$ cat src/rtl/wdt_pkg.sv
package wdt_pkg;
  // word indices (byte address bits 4:2)
  localparam logic [2:0] IDX_CTRL     = 3'd0;
  localparam logic [2:0] IDX_CTRL_SET = 3'd1;
  localparam logic [2:0] IDX_CTRL_CLR = 3'd2;
  localparam logic [2:0] IDX_STAT     = 3'd4;
  localparam logic [2:0] IDX_STAT_SET = 3'd5;
  localparam logic [2:0] IDX_STAT_CLR = 3'd6;

  // control field positions
  localparam int CTRL_ON_BIT  = 15;
  localparam int CTRL_PS_LSB  = 8;
  localparam int CTRL_SRC_LSB = 6;
  localparam int CTRL_WIN_BIT = 0;

  // status field positions
  localparam int STAT_TMO_BIT   = 4;
  localparam int STAT_SLEEP_BIT = 3;
  localparam int STAT_IDLE_BIT  = 2;

  localparam logic [15:0] CLEAR_KEY  = 16'h5743;
  localparam logic [3:0]  KEY_STROBE = 4'b1100;

  typedef enum logic [1:0] {
    WOP_NONE,
    WOP_WRITE,
    WOP_SET,
    WOP_CLR
  } wr_op_e;
endpackage

$ cat src/rtl/wdt_prescaler.sv
module wdt_prescaler #(
  parameter int PRE_W = 5
) (
  input  logic clk,
  input  logic rst_n,
  input  logic run,
  input  logic restart,
  output logic tick
);
  logic [PRE_W-1:0] pre_q, pre_d;

  always_comb begin
    if (!run || restart) pre_d = '0;
    else                 pre_d = pre_q + 1'b1;
  end

  always_ff @(posedge clk or negedge rst_n) begin
    if (!rst_n) pre_q <= '0;
    else        pre_q <= pre_d;
  end

  assign tick = run && (pre_q == {PRE_W{1'b1}});

  // consecutive ticks are impossible when the divider is wider than one
  assert_tick_spaced_R3: assert property (@(posedge clk) disable iff (!rst_n)
    tick |=> !tick);
endmodule

$ cat src/rtl/wdt_counter.sv
module wdt_counter #(
  parameter int PS_W = 5
) (
  input  logic            clk,
  input  logic            rst_n,
  input  logic            run,
  input  logic            restart,
  input  logic            tick,
  input  logic [PS_W-1:0] ps,
  output logic            expire,
  output logic            rst_req
);
  localparam int CNT_W = 1 << PS_W;

  logic [CNT_W-1:0] cnt_q, cnt_d;
  logic [CNT_W-1:0] last_val;
  logic             at_last;

  assign last_val = (CNT_W'(1) << ps) - CNT_W'(1);
  assign at_last  = (cnt_q == last_val);
  assign expire   = run && !restart && tick && at_last;

  always_comb begin
    if (!run || restart)  cnt_d = '0;
    else if (tick)        cnt_d = at_last ? '0 : cnt_q + 1'b1;
    else                  cnt_d = cnt_q;
  end

  always_ff @(posedge clk or negedge rst_n) begin
    if (!rst_n) begin
      cnt_q   <= '0;
      rst_req <= 1'b0;
    end else begin
      cnt_q   <= cnt_d;
      rst_req <= expire;
    end
  end

  assert_req_single_R3: assert property (@(posedge clk) disable iff (!rst_n)
    rst_req |=> !rst_req);
  assert_req_needs_on_R2: assert property (@(posedge clk) disable iff (!rst_n)
    rst_req |-> $past(run));
endmodule

$ cat src/rtl/wdt_regfile.sv
module wdt_regfile
  import wdt_pkg::*;
#(
  parameter int PS_W = 5
) (
  input  logic            clk,
  input  logic            rst_n,
  input  logic            bus_sel,
  input  logic            bus_wr,
  input  logic [2:0]      bus_word_addr,
  input  logic [3:0]      bus_be,
  input  logic [31:0]     bus_wdata,
  output logic [31:0]     bus_rdata,
  output logic            bus_ready,
  input  logic [1:0]      clk_src_sel,
  input  logic            pwr_idle,
  input  logic            pwr_sleep,
  input  logic            expire,
  output logic            ctrl_on,
  output logic [PS_W-1:0] ctrl_ps,
  output logic            key_hit
);
  localparam logic [31:0] PS_MASK  = 32'(((1 << PS_W) - 1) << CTRL_PS_LSB);
  localparam logic [31:0] CTRL_RW  = PS_MASK | (32'd1 << CTRL_ON_BIT) | (32'd1 << CTRL_WIN_BIT);
  localparam logic [31:0] STAT_RW  = (32'd1 << STAT_TMO_BIT) | (32'd1 << STAT_SLEEP_BIT)
                                   | (32'd1 << STAT_IDLE_BIT);

  logic [31:0] ctrl_q, ctrl_d, stat_q, stat_d;
  logic [31:0] lane_m, wmask_c, wmask_s, exp_bits;
  logic        stall_q, stall_d, wr_acc, ctrl_we, stat_we;
  wr_op_e      ctrl_op, stat_op;

  for (genvar g = 0; g < 4; g++) begin : g_lane
    assign lane_m[8*g +: 8] = {8{bus_be[g]}};
  end

  assign bus_ready = !stall_q;
  assign wr_acc    = bus_sel && bus_wr && bus_ready;
  assign wmask_c   = lane_m & CTRL_RW;
  assign wmask_s   = lane_m & STAT_RW;

  always_comb begin
    ctrl_op = WOP_NONE;
    stat_op = WOP_NONE;
    if (wr_acc) begin
      unique case (bus_word_addr)
        IDX_CTRL:     ctrl_op = WOP_WRITE;
        IDX_CTRL_SET: ctrl_op = WOP_SET;
        IDX_CTRL_CLR: ctrl_op = WOP_CLR;
        IDX_STAT:     stat_op = WOP_WRITE;
        IDX_STAT_SET: stat_op = WOP_SET;
        IDX_STAT_CLR: stat_op = WOP_CLR;
        default: ;
      endcase
    end
  end

  always_comb begin
    unique case (ctrl_op)
      WOP_WRITE: ctrl_d = (ctrl_q & ~wmask_c) | (bus_wdata & wmask_c);
      WOP_SET:   ctrl_d = ctrl_q | (bus_wdata & wmask_c);
      WOP_CLR:   ctrl_d = ctrl_q & ~(bus_wdata & wmask_c);
      default:   ctrl_d = ctrl_q;
    endcase
  end

  assign exp_bits = (32'd1 << STAT_TMO_BIT)
                  | (pwr_idle  ? (32'd1 << STAT_IDLE_BIT)  : 32'd0)
                  | (pwr_sleep ? (32'd1 << STAT_SLEEP_BIT) : 32'd0);

  always_comb begin
    unique case (stat_op)
      WOP_WRITE: stat_d = (stat_q & ~wmask_s) | (bus_wdata & wmask_s);
      WOP_SET:   stat_d = stat_q | (bus_wdata & wmask_s);
      WOP_CLR:   stat_d = stat_q & ~(bus_wdata & wmask_s);
      default:   stat_d = stat_q;
    endcase
    if (expire) stat_d = stat_d | exp_bits;
  end

  assign ctrl_we = (ctrl_op != WOP_NONE);
  assign stat_we = (stat_op != WOP_NONE) || expire;
  assign stall_d = ctrl_q[CTRL_ON_BIT] && !ctrl_d[CTRL_ON_BIT];

  always_ff @(posedge clk or negedge rst_n) begin
    if (!rst_n) begin
      ctrl_q  <= '0;
      stat_q  <= '0;
      stall_q <= 1'b0;
    end else begin
      if (ctrl_we) ctrl_q <= ctrl_d;
      if (stat_we) stat_q <= stat_d;
      stall_q <= stall_d;
    end
  end

  assign key_hit = wr_acc && (bus_word_addr == IDX_CTRL) && (bus_be == KEY_STROBE)
                && (bus_wdata[31:16] == CLEAR_KEY) && ctrl_q[CTRL_ON_BIT];
  assign ctrl_on = ctrl_q[CTRL_ON_BIT];
  assign ctrl_ps = ctrl_q[CTRL_PS_LSB +: PS_W];

  always_comb begin
    bus_rdata = '0;
    if (bus_sel && !bus_wr) begin
      unique case (bus_word_addr)
        IDX_CTRL, IDX_CTRL_SET, IDX_CTRL_CLR:
          bus_rdata = ctrl_q | (32'(clk_src_sel) << CTRL_SRC_LSB);
        IDX_STAT, IDX_STAT_SET, IDX_STAT_CLR:
          bus_rdata = stat_q;
        default: ;
      endcase
    end
  end

  assert_stall_single_R10: assert property (@(posedge clk) disable iff (!rst_n)
    !bus_ready |=> bus_ready);
  assert_stall_cause_R10: assert property (@(posedge clk) disable iff (!rst_n)
    !bus_ready |-> ($past(ctrl_on) && !ctrl_on));
  assert_expiry_flag_R9: assert property (@(posedge clk) disable iff (!rst_n)
    expire |=> stat_q[STAT_TMO_BIT]);
endmodule

$ cat src/rtl/keyclr_wdt.sv
module keyclr_wdt #(
  parameter int PRE_W = 5,
  parameter int PS_W  = 5
) (
  input  logic        clk,
  input  logic        rst_n,
  input  logic        bus_sel,
  input  logic        bus_wr,
  input  logic [2:0]  bus_word_addr,
  input  logic [3:0]  bus_be,
  input  logic [31:0] bus_wdata,
  output logic [31:0] bus_rdata,
  output logic        bus_ready,
  input  logic [1:0]  clk_src_sel,
  input  logic        pwr_idle,
  input  logic        pwr_sleep,
  output logic        wdt_rst_req
);
  logic            rst_meta_n, rst_sync_n;
  logic            on, key_hit, tick, expire;
  logic [PS_W-1:0] ps;

  always_ff @(posedge clk or negedge rst_n) begin
    if (!rst_n) begin
      rst_meta_n <= 1'b0;
      rst_sync_n <= 1'b0;
    end else begin
      rst_meta_n <= 1'b1;
      rst_sync_n <= rst_meta_n;
    end
  end

  wdt_regfile #(.PS_W(PS_W)) u_regs (
    .clk(clk), .rst_n(rst_sync_n),
    .bus_sel(bus_sel), .bus_wr(bus_wr), .bus_word_addr(bus_word_addr),
    .bus_be(bus_be), .bus_wdata(bus_wdata), .bus_rdata(bus_rdata),
    .bus_ready(bus_ready), .clk_src_sel(clk_src_sel),
    .pwr_idle(pwr_idle), .pwr_sleep(pwr_sleep), .expire(expire),
    .ctrl_on(on), .ctrl_ps(ps), .key_hit(key_hit)
  );

  wdt_prescaler #(.PRE_W(PRE_W)) u_pre (
    .clk(clk), .rst_n(rst_sync_n), .run(on), .restart(key_hit), .tick(tick)
  );

  wdt_counter #(.PS_W(PS_W)) u_cnt (
    .clk(clk), .rst_n(rst_sync_n), .run(on), .restart(key_hit), .tick(tick),
    .ps(ps), .expire(expire), .rst_req(wdt_rst_req)
  );
endmodule

$ cat config.mk
export PLATFORM = sky130hd
export DESIGN_NAME = keyclr_wdt
export DESIGN_NICKNAME = d
export VERILOG_FILES = /design/src/rtl/wdt_pkg.sv /design/src/rtl/wdt_prescaler.sv /design/src/rtl/wdt_counter.sv /design/src/rtl/wdt_regfile.sv /design/src/rtl/keyclr_wdt.sv
export SDC_FILE = /design/constraint.sdc
export NUM_CORES = 1
export LEC_CHECK = 0
export BUFFER_PORTS_ARGS = -buffer_cell sky130_fd_sc_hd__buf_2
export CAP_MARGIN = 10
export CORE_ASPECT_RATIO = 0.7
export CORE_MARGIN = 2
export CORE_UTILIZATION = 62
export DETAILED_ROUTE_END_ITERATION = 8
export HOLD_SLACK_MARGIN = 0.03
export PLACE_DENSITY = 0.92
export SYNTH_ARGS = -nofsm -noshare
export SYNTH_HDL_FRONTEND = slang
export SYNTH_SLANG_ARGS = --single-unit
$ cat constraint.sdc
create_clock -name clk -period 3.6 [get_ports clk]
set_input_delay 0.18 -clock clk [delete_from_list [all_inputs] [get_ports clk]]
set_output_delay 0.18 -clock clk [all_outputs]
set_load 0.01 [all_outputs]
# Word level (Yosys, flattened, before mapping)
# Index checks and enable logic that the tools add are counted.
totals:
  ff_bits: 105
  inputBits: 47
  out_inout_bits: 34
classes:
  add_sub_neg: 3
  eq_ne: 15
  shifts: 1
  n_mux: 15
  bitwise_logic: 17
  reduce_logical: 27
op_table:
  columns: ["operator", "n"]
  rows:
  - ["32-bit OR", 6]
  - ["32-bit case mux with 3 select lines", 2]
  - ["32-bit 2-to-1 mux", 5]
  - ["32-bit AND", 4]
  - ["32-bit inverter", 2]
  - ["32-bit case mux with 2 select lines", 1]
  - ["32-bit by 1-bit adder with 32-bit output (second input constant)", 1]
  - ["32-bit by 16-bit AND with 32-bit output", 1]
  - ["32-bit by 5-bit AND with 32-bit output", 1]
  - ["32-bit equality test", 1]
  - ["16-bit inverter with 32-bit output", 1]
  - ["5-bit inverter with 32-bit output", 1]
  - ["32-bit by 8-bit OR with 32-bit output", 1]
  - ["1-bit by 5-bit left shift with 32-bit output (first input constant)", 1]
  - ["32-bit by 2-bit subtractor with 32-bit output (second input constant)", 1]
  - ["16-bit by 15-bit equality test with 1-bit output (second input constant)", 1]
  - ["1-bit logical AND", 12]
  - ["2-bit case mux with 3 select lines", 2]
  - ["3-bit equality test (second input constant)", 3]
  - ["2-bit equality test (second input constant)", 4]
  - ["2-bit nonzero test", 3]
  - ["3-bit OR reduction", 2]
  - ["5-bit by 1-bit adder with 5-bit output (second input constant)", 1]
  - ["5-bit equality test (second input constant)", 1]
  - ["other kinds (13)", 20]

# Logic depth before layout (Yosys ltp)
logic_depth:
  word_depth: 11
  ltp_mapped: 17
  ltp_nobuf: 13

# Hierarchy
# A second synthesis with hierarchy kept.
unflattened:
  hier_cells: 571
  area_unflattened_um2: 4609.4
modules_own_cells:
  columns: ["mod", "instances", "cells_per_inst", "area_each_um2", "seq_area_each_um2"]
  rows:
  - ["wdt_counter", 1, 410, 3171.8, 825.8]
  - ["wdt_regfile", 1, 137, 1149.9, 275.3]
  - ["wdt_prescaler", 1, 21, 234.0, 125.1]
  - ["keyclr_wdt", 1, 3, 53.8, 50.0]

# Worst setup path after synthesis
# OpenSTA, ideal clock, no wires.
synth_path:
  path_type: "reg2reg"
  from: "register u_regs.ctrl_q[12]"
  to: "register u_cnt.cnt_q[12]"
  arrival_ns: 3.855
  t_required_ns: 3.481
  setup_slack_ns: -0.373
  path_stages_with_launch: 18
  synth_period_minus_slack_ns: 3.973
  cell_sequence: "dfrtp_1 -> buf_6 -> clkbuf_1 -> clkbuf_1 -> clkbuf_1 -> nor3_1 -> nand2_1 -> ha_1 -> clkbuf_1 -> nand3_1 -> o32a_1 -> o41ai_1 -> o31ai_1 -> or4_1 -> or4_4 -> o21ai_4 -> buf_6 -> nor2_1"
synth_between:
  elab_chain_len: 6
synth_lines:
  columns: ["element", "line_no", "source"]
  rows:
  - ["from (decl)", "wdt_regfile.sv:28", "logic [31:0] ctrl_q, ctrl_d, stat_q, stat_d;"]
  - ["from (signal assigned)", "wdt_regfile.sv:91", "if (ctrl_we) ctrl_q <= ctrl_d;"]
  - ["1-bit by 5-bit left shift with 32-bit output", "wdt_counter.sv:19", "assign last_val = (CNT_W'(1) << ps) - CNT_W'(1);"]
  - ["32-bit by 2-bit subtractor with 32-bit output", "wdt_counter.sv:19", null]
  - ["32-bit equality test", "wdt_counter.sv:20", "assign at_last = (cnt_q == last_val);"]
  - ["32-bit 2-to-1 mux (2 in series)", "wdt_counter.sv:25", "else if (tick) cnt_d = at_last ? '0 : cnt_q + 1'b1;"]
  - ["32-bit 2-to-1 mux", "wdt_counter.sv:24", "if (!run || restart) cnt_d = '0;"]
  - ["to (signal assigned)", "wdt_counter.sv:34", "cnt_q <= cnt_d;"]
  - ["to (decl)", "wdt_counter.sv:15", "logic [CNT_W-1:0] cnt_q, cnt_d;"]
# No other way between the ends. The select of a mux whose other input is x is not followed.
# A chain may end at the register's enable or synchronous reset.

# Worst setup path in the final report
layout_path:
  from: "register u_regs.ctrl_q[12]"
  to: "register u_cnt.cnt_q[26]"
# Same word-level chain as after synthesis.

==> metrics.md <==
| Metric | Value |
|---|---|
| Synth Register Bits | `about 50` |
| Max Buffers Root-to-Sink | `2` |
| # DRC | `0` |
| CP required | `roughly 3800 ps` |
| Slew headroom | `0.248` |
| Adder-Cell Fraction of Synth Area | `0.0308` |
| Peak supply drop | `about 0.25 mV` |
| Vias per inst | `about 6.4` |
| DR iter-0 viols | `461` |
| Initial Utilization | `0.652` |
| Largest family of logic cells by synthesized area | `simple AND/OR/NAND/NOR gates` |
| Clk pin slew, worst setup/hold paths | `110 ps` |
| Post-Route Setup TNS | `0 ps` |
| TritonRoute pass-1 iters | `6` |
| Max Fanout on Critical Path | `8` |
| Synth Area in Compound Gates | `0.170` |
| Die footprint | `slightly below 0.008 mm²` |
| Worst reg2reg setup slack | `between 10 and 15 ps` |
| Final wirelength | `about 13,000 µm` |
| Final clock skew | `16.1 ps` |
| Critical path class | `flip-flop to flip-flop` |
| Drt wl/cell | `18.2 µm` |
| Max frequency | `around 280 MHz` |
| Ys Warns | `0` |
| Worst-Margin Slew | `approximately 1100 ps` |
| Crit path DAT | `~3800 ps` |
| TritonCTS buffer count | `5` |
| Inserted Diodes | `0` |
| Clk_lat worst skew | `330 ps` |
| Number of setup violations in the final report | `0` |
| Die W | `105 µm` |
| Netlist Area Pre-Place | `approximately 0.0045 mm²` |
| H-tree levels | `2` |
| Final worst path period share | `0.997` |
| Num rows | `25` |
| Hold WS | `approximately 140 ps` |
| CP Capture Type | `flip-flop` |
| Initial antenna violation count | `0` |
| Io pins | `81` |
| Nets | `~690` |
| Post-DP HPWL | `between 9000 and 10,000 µm` |
| RSZ-0062 raised after global routing | `yes` |
| Xor and xnor area share after synthesis | `0.0750` |
| Die Span Y | `approximately 75 µm` |
| Total number of vias | `around 4,700` |
| Status | `complete, no violations` |
| Async SR Flop Fraction | `1.00` |
| Final hold viol count | `0` |
| Area growth from synthesis to layout | `16.4%` |
| Post-synth EDFFs | `0` |
| Synth unique cells | `~70` |
| Max cap viols | `0` |
| P_leak | `2.22 nW` |
| Simple-gate share of the synthesized area | `0.341` |
| Number of global-route vias before repair | `between 4,000 and 5,000` |
| CTS tree | `done` |
| Layout cells sized above 1 | `0.218` |
| Seq/Total Area, Yosys | `0.286` |
| Fillers | `roughly 520` |
| First-pass GRT wire length | `21,300 µm` |
| I/O Buffers | `54` |
| CTS sink cnt | `between 50 and 60` |
| Core area | `0.00685 mm²` |
| Mux contribution to synthesized area | `0.00924` |
| Clock root cell | `clkbuf_8` |
| Worst Setup Start Kind | `flip-flop` |
| Mapped Avg Cell Area | `a little under 8 µm²` |
| GPL Wtd Cong | `a little over 1` |
| GRT Util Overall | `0.345` |
| Worst hold path type | `input port to flip-flop` |
| Fin util | `0.760` |
| Pwr dens | `297 mW/mm²` |
| DRT antenna net count | `0` |
| Gr ovfl total | `0` |
| Post-Synthesis Cells | `slightly below 600` |
| Final Max Tran Viols | `0` |
| Fin crit period | `between 3000 and 4000 ps` |
| Largest net degree at the start of global routing | `50` |
| Primary FF master, synth | `dfrtp_1` |
-- critical path, cell delays in order, from the launching register on --
cell	delay [ps]
dfrtp_1	390
or3_4	390
or3_4	360
ha_4	210
buf_4	150
buf_4	130
nand2_1	100
a21oi_2	60
or3_4	350
a21oi_2	130
nand4b_1	160
or4_4	620
o21ai_4	230
buf_6	170
nor3_1	60
-- metrics by stage --
step	power [mW]	cell area, µm²	setup slack (ps)	cells
2_1_floorplan	0.953	4610	-67.5	596
3_3_place_gp	1.09	4900	5.86	716
3_5_place_dp	1.10	4900	-102	716
4_1_cts	1.47	5080	4.18	729
5_1_grt	1.61	5200	-76.8	731
6_report	1.55	5200	12.3	731
-- sequential cells by signal (all words and copies together), names as in the netlist --
register / flops
u_cnt.cnt_q: 32
u_regs.ctrl_q: 7
u_pre.pre_q: 5
u_regs.stat_q: 3
rst_meta_n: 1
rst_sync_n: 1
u_cnt.rst_req: 1
u_regs.stall_q: 1
-- cell families (layout without fill, tap and decap cells) --
group | count (synthesis) | count (layout)
flip-flops | 51 | 51
XOR/XNOR | 35 | 35
AO/OA/AOI/OAI | 115 | 115
adder cells (fa/ha/maj) | 11 | 11
AND/OR/NAND/NOR | 282 | 282
multiplexers | 4 | 4
buffers and inverters | 77 | 118
other | 2 | 21
-- what timing repair did --
item	4_1_cts	5_1_grt
setup endpoints to repair	30	35
buffers inserted	3	2
cloned	1	0
pin swaps	4	10
gates resized for setup	12	24
hold buffers	1	0
endpoints found under the hold margin	2	0
-- cells in the mapped netlist, types with 3 or more instances --
master	number	area [µm²]
nand4_1	23	144
and3_1	10	62.6
a31oi_1	10	62.6
or4_1	4	30.0
nand4b_1	5	43.8
nor3_1	28	140
nor2_1	49	184
nor3b_1	3	22.5
buf_4	20	150
inv_1	16	60.1
buf_2	5	25.0
o211ai_1	3	22.5
clkbuf_1	31	116
nor4b_1	4	35.0
xor2_1	17	149
o41ai_1	4	35.0
and2_1	13	81.3
and4_1	3	26.3
nand3b_1	7	52.6
nor4_1	8	50.1
o21a_1	4	30.0
or3_1	10	62.6
nand3_1	26	130
or2_2	3	18.8
a21oi_1	32	160
o21ai_0	19	95.1
mux2i_1	3	30.0
nand2b_1	15	93.8
o22ai_1	12	75.1
nand2_1	53	199
nor2b_1	9	56.3
ha_1	11	138
xnor2_1	16	140
dfrtp_1	51	1280
-- report_power, final --
part / switching, mW / internal (mW) / leakage, nW / total (mW)
combinational: 0.321 / 0.282 / 1.49 / 0.603
sequential: 0.0163 / 0.578 / 0.696 / 0.595
clock: 0.209 / 0.140 / 0.0418 / 0.350
total: 0.547 / 1.00 / 2.22 / 1.55
-- placed cells by master, fill, tap and decap left out, types with 3 or more instances in the layout --
master	synthesis	final
mux2i_1	3	3
or4_4	1	3
xor2_1	17	17
nand4b_1	5	5
a31oi_1	10	10
nor2b_1	9	8
nor3_1	28	25
nand3b_1	7	7
o211ai_1	3	3
ha_1	11	10
xnor2_1	16	15
or3_1	10	7
and2_1	13	13
conb_1	2	21
nand4_1	23	23
a21oi_1	32	28
buf_4	20	32
buf_2	5	54
nor3_2	0	3
a21oi_2	0	3
o21a_1	4	4
or3_4	0	3
clkbuf_8	0	5
nand2b_1	15	14
nor4_1	8	7
o21ai_0	19	18
buf_6	2	4
nand2_1	53	53
nor3b_1	3	3
or2_2	3	3
inv_1	16	15
nor2_1	49	49
dfrtp_1	51	50
nand3_1	26	26
and3_1	10	10
and4_1	3	3
o41ai_1	4	3
o22ai_1	12	12
-- area by class of cell --
class	instances	area [µm²]	area share
clock inverters	2	16.3	0.00313
inverters	17	66.3	0.0127
flip-flops and latches	51	1280	0.245
clock buffers	6	72.6	0.0139
repair buffers	93	601	0.115
multi-input cells	468	3050	0.587
well taps	94	118	0.0226
-- metal layers --
layer | GRT usage | routed length (µm) | vias to the layer above
met5 | 0 | 0 | -
met4 | 0.0963 | 256 | 0
met3 | 0.0779 | 1610 | 36
met2 | 0.539 | 5760 | 272
met1 | 0.488 | 5710 | 2233
li1 | - | - | 2160
-- final timing paths --
path / start / to / cells past startpoint
hold reg to reg: rst_meta_n / rst_sync_n / 0
min in group asynchronous: rst_n / rst_sync_n / 2
setup / recovery: u_regs.ctrl_q[12] / u_cnt.cnt_q[26] / 14
hold / removal: bus_wdata[9] / u_regs.ctrl_q[9] / 3
setup reg to reg: u_regs.ctrl_q[12] / u_cnt.cnt_q[26] / 14
max in group asynchronous: rst_sync_n / u_pre.pre_q[2] / 0
No activity file was read; power rests on OpenSTA's default activity.
